**config.mk**
```make
export PLATFORM = sky130hd
export DESIGN_NAME = match_timer
export DESIGN_NICKNAME = d
export VERILOG_FILES = /design/src/rtl/match_timer.sv
export SDC_FILE = /design/constraint.sdc
export NUM_CORES = 1
export LEC_CHECK = 0
export ABC_AREA = 1
export BUFFER_PORTS_ARGS = -buffer_cell sky130_fd_sc_hd__buf_2
export CORE_MARGIN = 2
export CORE_UTILIZATION = 40
export CTS_CLUSTER_DIAMETER = 60
export DETAILED_ROUTE_END_ITERATION = 12
export SKIP_LAST_GASP = 1
export SYNTH_ARGS = -nofsm -noshare
export SYNTH_HDL_FRONTEND = slang
export SYNTH_SLANG_ARGS = --single-unit
```
**constraint.sdc**
```tcl
create_clock -name clk -period 4.6 [get_ports clk]
set_input_delay 0.23 -clock clk [delete_from_list [all_inputs] [get_ports clk]]
set_output_delay 0.23 -clock clk [all_outputs]
set_load 0.01 [all_outputs]
```
**src/rtl/match_timer.sv**
```systemverilog
module match_timer #(
  parameter int AW = 8,
  parameter int DW = 32,
  parameter int IEN_W = 12
) (
  input  logic          clk,
  input  logic          rst_n,
  input  logic          tick,
  input  logic          wr_en,
  input  logic [AW-1:0] addr,
  input  logic [DW-1:0] wdata,
  output logic [DW-1:0] rdata,
  output logic [3:0]    irq,
  output logic          wdog_rst
);
  localparam logic [AW-1:0] A_CNT = AW'(8'h10);
  localparam logic [AW-1:0] A_EVT = AW'(8'h14);
  localparam logic [AW-1:0] A_WDG = AW'(8'h18);
  localparam logic [AW-1:0] A_IEN = AW'(8'h1C);

  logic [DW-1:0]    cnt;
  logic [DW-1:0]    cmp [4];
  logic [3:0]       evt;
  logic [IEN_W-1:0] ien;
  logic             wdg_arm;
  logic [3:0]       hit;

  wire           ld_cnt = wr_en && addr == A_CNT;
  wire           adv    = tick && !ld_cnt;
  wire [DW-1:0]  nxt    = cnt + 1'b1;
  wire [3:0]     clr    = (wr_en && addr == A_EVT) ? wdata[3:0] : 4'b0;

  for (genvar i = 0; i < 4; i++) begin : g_ch
    assign hit[i] = adv && nxt == cmp[i];
    always_ff @(posedge clk)
      if (!rst_n) cmp[i] <= '0;
      else if (wr_en && addr == AW'(4 * i)) cmp[i] <= wdata;
  end

  always_ff @(posedge clk) begin
    if (!rst_n) begin
      cnt      <= '0;
      evt      <= '0;
      ien      <= '0;
      wdg_arm  <= 1'b0;
      wdog_rst <= 1'b0;
    end else begin
      if (ld_cnt) cnt <= wdata;
      else if (tick) cnt <= nxt;
      evt <= (evt & ~clr) | (hit & ien[3:0]);
      if (wr_en && addr == A_IEN) ien <= wdata[IEN_W-1:0];
      if (wr_en && addr == A_WDG && wdata[0]) wdg_arm <= 1'b1;
      if (wdg_arm && hit[3]) wdog_rst <= 1'b1;
    end
  end

  assign irq = evt;

  always_comb begin
    rdata = '0;
    case (addr)
      AW'(8'h00): rdata = cmp[0];
      AW'(8'h04): rdata = cmp[1];
      AW'(8'h08): rdata = cmp[2];
      AW'(8'h0C): rdata = cmp[3];
      A_CNT:      rdata = cnt;
      A_EVT:      rdata = DW'(evt);
      A_WDG:      rdata = DW'(wdg_arm);
      A_IEN:      rdata = DW'(ien);
      default:    rdata = '0;
    endcase
  end

  // a plain tick advances the count by one
  a_r2_count_step: assert property (@(posedge clk) disable iff (!rst_n)
    tick && !ld_cnt |=> cnt == $past(cnt) + 1'b1);

  // a load takes the written value
  a_r6_count_load: assert property (@(posedge clk) disable iff (!rst_n)
    ld_cnt |=> cnt == $past(wdata));

  // an event bit only appears on an enabled channel
  a_r4_needs_enable: assert property (@(posedge clk) disable iff (!rst_n)
    ((irq & ~$past(irq) & ~$past(ien[3:0])) == 4'b0));

  // the watchdog arm bit never drops
  a_r8_arm_sticky: assert property (@(posedge clk) disable iff (!rst_n)
    wdg_arm |=> wdg_arm);

  // the reset request is sticky and needs an armed watchdog and a channel 3 hit
  a_r9_rst_sticky: assert property (@(posedge clk) disable iff (!rst_n)
    wdog_rst |=> wdog_rst);
  a_r9_rst_cause: assert property (@(posedge clk) disable iff (!rst_n)
    $rose(wdog_rst) |-> $past(wdg_arm) && cnt == cmp[3]);
endmodule

```
==> results of run 1 <==
==> layout make-up <==
cell class              count  area (um^2)
clock buffers              21          483
clock inverters            11         88.8
fillers                  2766        14500
inverters                 204          766
multi-input cells        1108         5250
flip-flops and latches    178         4840
well taps                 341          427
repair buffers            103          573
==> sequential cells by signal, summed over array words and instances, names as in the netlist <==
signal    count
cmp         128
cnt          32
ien          12
irq           4
wdg_arm       1
wdog_rst      1
==> layer usage <==
metal / up-vias / GRT usage
met5: - / 0
met4: 0 / 0.119
met3: 102 / 0.0648
met2: 623 / 0.481
met1: 5223 / 0.436
li1: 5155 / -
==> how the worst max path moves through the flow <==
stage	from	end	slack [ps]
2_1_floorplan	addr[5]	cmp[2][0]	570
3_3_place_gp	addr[1]	irq[2]	1180
3_5_place_dp	addr[1]	irq[2]	1190
4_1_cts	addr[5]	rdata[11]	1550
5_1_grt	addr[5]	rdata[11]	1200
6_report	addr[5]	rdata[11]	1440
==> stage by stage <==
step / area (um^2) / setup WS (ps) / hold slack, ps / instances / power (W)
2_1_floorplan: 11000 / 569 / 385 / 1533 / 0.00199
3_3_place_gp: 11900 / 1180 / 437 / 1934 / 0.00212
3_5_place_dp: 11900 / 1190 / 444 / 1934 / 0.00212
4_1_cts: 12400 / 1550 / 43.4 / 1966 / 0.00358
5_1_grt: 12400 / 1200 / 63.7 / 1966 / 0.00369
6_report: 12400 / 1440 / 54.9 / 1966 / 0.00358
==> power by group through the flow <==
stage          clock (W)  sequential (W)  combinational [W]
2_1_floorplan          0         0.00184           0.000147
3_3_place_gp           0         0.00185           0.000263
3_5_place_dp           0         0.00185           0.000263
4_1_cts          0.00150         0.00182           0.000264
5_1_grt          0.00157         0.00183           0.000291
6_report         0.00149         0.00182           0.000268
==> logic make-up after synthesis <==
family	synth area share
and+or+nand+nor	0.337
buffers and inverters	0.0849
AOI/OAI and AO/OA	0.111
DFF	0.442
xor gates and xnor gates	0.0247
adders and majority gates	0.00114
==> layout by cell type, fill, tap and decap left out, types with 6 or more instances in the layout <==
master / count
a21oi_1: 36
inv_1: 199
nand4_1: 13
o221ai_1: 15
xnor2_1: 6
nand3_1: 84
o22ai_1: 31
clkbuf_16: 19
nor2_4: 7
a221oi_1: 24
o21ai_0: 48
a31oi_1: 23
edfxtp_1: 128
nand2_2: 23
xor2_1: 25
buf_2: 80
buf_4: 23
nor2_1: 258
nand3b_1: 9
nand2_1: 464
dfxtp_1: 50
==> critical path, delay by kind of cell <==
kind	cells	cell delay (ps)
AO/OA/AOI/OAI	3	310
AND/OR/NAND/NOR	3	1350
buffers and inverters	3	1020
==> results.cfg, run 1 <==
[outcome]
status = completed

[worst_setup_path]
slowest_delay_ps = 720
r2r_slack_ps = 1550
crit_required_ps = 4370
startpoint_type = input port
rr_startpoint = cnt[0]
crit_type = input port to output port
reg2reg_to = irq[3]
cp_cell_sequence = buf_2 -> nor4_1 -> nand2_1 -> inv_1 -> nand2_1 -> o21ai_0 -> a221oi_1 -> o221ai_1 -> buf_2
arrival_ps = 2930
endpoint_kind = output port
r2r_cells = 13
cpMaxStageDelayCell = inv_1
crit_fanout = 12

[clock_network]
cts_buffer_depth = 2
clock_latency_ps = 450
clock-sinks = 178
cts.root.buffer_cell = clkbuf_16
hold_buffers = 0
post_cts_buffers = 0
numCtsBuffers = 17
path_clk_slew_ps = 80
cts_repair_resize_count = 0
cts_max_level = 4
tritoncts = yes

[global_routing]
track_usage = 0.313
grt_pass1_wl_um = 65100
first_global_vias = 10400
globalRouteOverflowTotal = 0
antenna_found_initial = 1
grt_max_degree = 40

[final_layout]
drive_gt1_frac = 0.118
fin_util = 0.461
antennaDiodeCount = 0
synthToLayoutAreaGrowth_pct = 13.3
fin_nets = 1657

[sta]
maxSlewViolCount = 0
setup_viol_count_final = 0
rsz0062_at_grt = no
fin_crit_sh = 0.688
period_needed_ps = 3160
fin_setup_tns_ps = 0
relSlewSlack = 0.332
max_freq_mhz = 316
worst_pin_slew_ps = 999
finClkSkew_ps = 13.5
hold_viol = 0

[power_and_ir_drop]
powerDensity_nw_per_um2 = 288
swShare = 0.268
clock_power_share = 0.417
peakVddDrop_mv = 0.250
leakage_nw = 5.41
pwr-share-seq = 0.508
pwr-share-comb = 0.075
p_switching_w = 0.000959
p_int_w = 0.00262

[route]
first_iter_violations = 1296
drc = 0
postRouteAntennaNets = 0
routed_wl_um = 44400
post_drt_wl_per_cell_um = 22.6
top_layer = met4
met2_length_um = 19400
firstDrtPassIters = 5
wl_met3_um = 4580
viasPerCell = 5.65
vias = 11100
drt-met1-wl_um = 18700

[synth]
yosysTopAreaCellShare = 0.350
synth-async-reset-ratio = 0
netlist_area_um2 = 11000
yosysTopAreaCell = edfxtp_1
ys_warn_count = 0
syn_inst = 1533
synth.distinct_cells = 39
synth_seq_area_share = 0.442
synth_fp_nets = 1578
synth-seq-cells = 178
synth.avg_cell_area_um2 = 7.16
ys.flop_type = edfxtp_1
synth_commonest_cells = 464 x nand2_1, 260 x nor2_1, 199 x inv_1
yosys-top-cells-area = edfxtp_1 35%, nand2_1 16%, dfxtp_1 9.1%
post-synth-top-count-cell = nand2_1
synth_enable_flop_cells = 128

[floorplan]
row_count = 60
core_area_um2 = 27000
die_area_um2 = 28800
io_pins = 81
die_width_um = 170
start_util = 0.407
chipHeight_um = 170

[hold_path]
holdCritPathClass = input port to flip-flop
min-delay-start = wdata[31]
hold_depth = 3
min_to = cnt[31]

[placed_design]
portBuffers = 80
dp_hpwl_um = 32100
place_congestion = 0.987

[run]
max-cap-violations = 0
No activity file was read; power rests on OpenSTA's default activity.
==> inputs of run 2 (changes only) <==
Clock period 4.6 ns to 2.75 ns, I/O delays scaled along.
==> results.cfg, run 2 (synthesized netlist as in run 1, its figures left out) <==
[route]
post_drt_wl_per_cell_um = 22.5
viasPerCell = 5.65
routed_wl_um = 45700
drc = 0
met2_length_um = 19900
top_layer = met4
vias = 11500
wl_met3_um = 4460
drt-met1-wl_um = 19700
first_iter_violations = 1482
firstDrtPassIters = 6
postRouteAntennaNets = 0

[power_and_ir_drop]
powerDensity_nw_per_um2 = 459
peakVddDrop_mv = 0.313
leakage_nw = 5.70

[placed_design]
place_congestion = 1.02
portBuffers = 80
place_area_um2 = 12100
dp_hpwl_um = 33300

[floorplan]
row_count = 60
start_util = 0.407
io_pins = 81
core_area_um2 = 27000
die_area_um2 = 28800
die_width_um = 170
chipHeight_um = 170

[hold_path]
hold_depth = 3
holdCritPathClass = input port to flip-flop

[run]
max-cap-violations = 0

[final_layout]
largest_reg_flops = 128
antennaDiodeCount = 0
fin_nets = 1723
drive_gt1_frac = 0.138
fin_util = 0.482
stdcell_area_um2 = 13000
largestRegisters = cmp (128), cnt (32), ien (12)
max_flop_register = cmp
synthToLayoutAreaGrowth_pct = 18.4
n_fill_cell = 2691
final_common_cell = nand2_1
final_cell_mix = 464 x nand2_1, 256 x nor2_1, 199 x inv_1

[worst_setup_path]
crit_required_ps = 3120
slowest_delay_ps = 430
cp_cell_sequence = ha_2 -> nand2_2 -> nor2_4 -> nand3_2 -> inv_2 -> nand3_1 -> nand2_2 -> o21ai_1 -> nor2_1 -> nand2_1 -> nor2_1 -> nand3_1 -> a21oi_1
worst-path-buf-inv = 1
r2r_cells = 13
endpoint_kind = flip-flop
cpLargestDelayFamily = simple AND/OR/NAND/NOR gates
cp.depth = 13
cpMaxStageDelayCell = dfxtp_1
crit_type = flip-flop to flip-flop
startpoint_type = flip-flop
r2r_slack_ps = 120
arrival_ps = 3000
crit_fanout = 8

[sta]
maxSlewViolCount = 0
fin_setup_tns_ps = 0
setup_viol_count_final = 0
relSlewSlack = 0.539
fin_crit_sh = 0.956
rsz0062_at_grt = no
worst_pin_slew_ps = 689
finClkSkew_ps = 11.5
max_freq_mhz = 380
hold_viol = 0
period_needed_ps = 2630

[clock_network]
path_clk_slew_ps = 80
cts_max_level = 4
numCtsBuffers = 17
cts_buffer_depth = 2
cts.root.buffer_cell = clkbuf_16
clock_latency_ps = 450
tritoncts = yes
clock-sinks = 178

[global_routing]
grt_pass1_wl_um = 67400
globalRouteOverflowTotal = 0
first_global_vias = 10800
track_usage = 0.321
grt_max_degree = 40
antenna_found_initial = 0

[outcome]
status = completed
## run 2: final cells by class
type,count,area (um^2),share of cell area
Tap cell,341,427,0.0328
Inverter,204,766,0.0589
Multi-Input combinational cell,1108,5270,0.405
Sequential cell,178,4840,0.373
Clock buffer,19,454,0.0350
Clock inverter,12,100,0.00770
Timing Repair Buffer,169,1140,0.0874
## run 2: per-layer routing
metal  up-vias  global-route usage
met5         -                   0
li1       5279                   -
met1      5391               0.452
met3       117              0.0543
met2       681               0.492
met4         0               0.125
## run 2: repair_timing
item / CTS / global route
endpoints found under the hold margin: 28 / 0
endpoints found under the setup margin: 0 / 5
gates resized for setup: 0 / 5
buffers inserted: 0 / 2
hold buffers: 27 / 0
## run 2: final timing paths
kind            start     end
max            cnt[0]  irq[2]
min          wdata[0]  ien[0]
max reg2reg    cnt[0]  irq[2]
min reg2reg    ien[6]  ien[6]
## run 2: where the power goes
group	internal, W	total [W]	switching [W]	leakage [nW]
registers	0.00297	0.00304	0.0000743	1.62
clock network	0.00123	0.00242	0.00119	0.274
logic	0.000155	0.000502	0.000346	3.81
total	0.00435	0.00597	0.00161	5.70
## run 2: tightest hold or removal path, cell delays in order
cell and delay (ps):
buf_2 130, nor2_1 110, a211oi_1 50
## run 2: per-stage QoR
step | hold slack [ps] | power (W) | std cells | setup WS [ps]
global placement | 430 | 0.00355 | 1971 | 219
floorplan | 293 | 0.00332 | 1533 | 283
CTS | 6.65 | 0.00594 | 2029 | 167
finish | 11.5 | 0.00597 | 2031 | 121
detailed placement | 427 | 0.00356 | 1971 | 198
global route | 27.1 | 0.00609 | 2031 | 1.43
==> inputs of run 3 (changes only) <==
Settings changed: GPL_TIMING_DRIVEN from default to 0.
==> results.cfg, run 3 (synthesized netlist as in run 1, its figures left out) <==
[worst_setup_path]
crit_required_ps = 3030
slowest_delay_ps = 520
cpMaxStageDelayCell = buf_1
arrival_ps = 3040
worst-path-buf-inv = 4
crit_type = input port to flip-flop
path_common_cell = nand2_1
cp_cell_sequence = buf_2 -> nor2_1 -> nand2_1 -> nor2_2 -> nand2_2 -> nand2_1 -> inv_1 -> buf_2 -> buf_1 -> nand2_1 -> a31oi_1
startpoint_type = input port
cpLargestDelayFamily = simple AND/OR/NAND/NOR gates
crit_fanout = 10
endpoint_kind = flip-flop

[floorplan]
die_area_um2 = 28800
die_width_um = 170
io_pins = 81
row_count = 60
start_util = 0.407
chipHeight_um = 170
core_area_um2 = 27000

[clock_network]
tritoncts = yes
clock_latency_ps = 440
cts_max_level = 4
path_clk_slew_ps = 70
clock-sinks = 178
cts.root.buffer_cell = clkbuf_16
cts_buffer_depth = 2
numCtsBuffers = 17

[sta]
hold_viol = 0
relSlewSlack = 0.204
hold_ws_ps = 9.53
finClkSkew_ps = 10.6
fin_crit_sh = 1.00
fin_setup_tns_ps = -12.3
rsz0062_at_grt = yes
maxSlewViolCount = 0
max_freq_mhz = 363
period_needed_ps = 2760
setup_slack_ps = -7.25
worst_pin_slew_ps = 1190
setup_viol_count_final = 4

[global_routing]
antenna_found_initial = 1
grt_pass1_wl_um = 69600
globalRouteOverflowTotal = 0
grt_max_degree = 20
first_global_vias = 10700
track_usage = 0.337

[final_layout]
final_common_cell = nand2_1
largestRegisters = cmp (128), cnt (32), ien (12)
stdcell_area_um2 = 13000
drive_gt1_frac = 0.128
max_flop_register = cmp
fin_nets = 1716
antennaDiodeCount = 0
final_cell_mix = 461 x nand2_1, 252 x nor2_1, 199 x inv_1
synthToLayoutAreaGrowth_pct = 18.1
largest_reg_flops = 128

[power_and_ir_drop]
leakage_nw = 5.58
report.power.total_w = 0.00605
peakVddDrop_mv = 0.292
powerDensity_nw_per_um2 = 467

[route]
drc = 0
first_iter_violations = 1744
viasPerCell = 5.74
firstDrtPassIters = 6
vias = 11600
routed_wl_um = 48600
post_drt_wl_per_cell_um = 24.0
postRouteAntennaNets = 0

[placed_design]
place_congestion = 1.00
place_ws_ps = -921
dp_hpwl_um = 35800
portBuffers = 80
place_area_um2 = 11900

[outcome]
violations = setup timing
status = finished with violations

[hold_path]
holdCritPathClass = input port to flip-flop

[run]
max-cap-violations = 0
==> run 3: changes by cell type in the layout (fill, tap and decap cells not counted), moves of 3 or more <==
cell and delta:
buf_12 +3, buf_2 +3, buf_4 -51, clkbuf_1 +32, clkbuf_2 +6, dlygate4sd3_1 -5, inv_6 +3, nand2_1 -3
nand2_2 +3, nor2_1 -4, nor2_4 +3, xor2_1 -3
==> run 3: routing by layer <==
metal	part of all wire	global-route usage
met1	0.41	0.471
met2	0.43	0.508
met3	0.11	0.0637
met4	0.046	0.153
met5	0.00021	0
==> run 3: final cells by class <==
cell class | count | area, um^2
fillers | 2712 | 14000
multi-input cells | 1109 | 5370
flip-flops and latches | 178 | 4850
repair buffers | 118 | 818
inverters | 204 | 767
clock buffers | 19 | 433
well taps | 341 | 427
plain buffers | 43 | 176
clock inverters | 13 | 125
==> run 3: per-stage QoR <==
stage,cells,utilization
after floorplan,1533,-
after global placement,1954,0.438
after detailed placement,1958,0.443
after CTS,2017,0.475
after global routing,2025,0.481
final,2025,0.481
==> run 3: worst min-delay path, stage by stage <==
cell     delay, ps
buf_2          120
nand2_1         60
a31oi_1         70
==> run 3: report_power, final <==
| group | switching, W | leakage (nW) | internal (W) |
|---|---|---|---|
| logic | 0.000362 | 3.69 | 0.000165 |
| clock network | 0.00120 | 0.275 | 0.00127 |
| registers | 0.0000801 | 1.62 | 0.00297 |
==> run 3: timing repair <==
item / in CTS / in global routing
resized for setup: 10 / 29
hold endpoints to repair: 23 / 0
hold buffers: 22 / 0
cloned: 1 / 0
endpoints found under the setup margin: 92 / 30
setup buffers: 4 / 8
pin swaps: 4 / 3
==> run 3: worst paths after layout <==
kind	from	to	slack, ps	cells past startpoint
min	wdata[28]	cnt[28]	10	3
max reg2reg	cnt[0]	irq[1]	20	15
min reg2reg	ien[10]	ien[10]	470	2
max	addr[1]	cnt[23]	-7	11
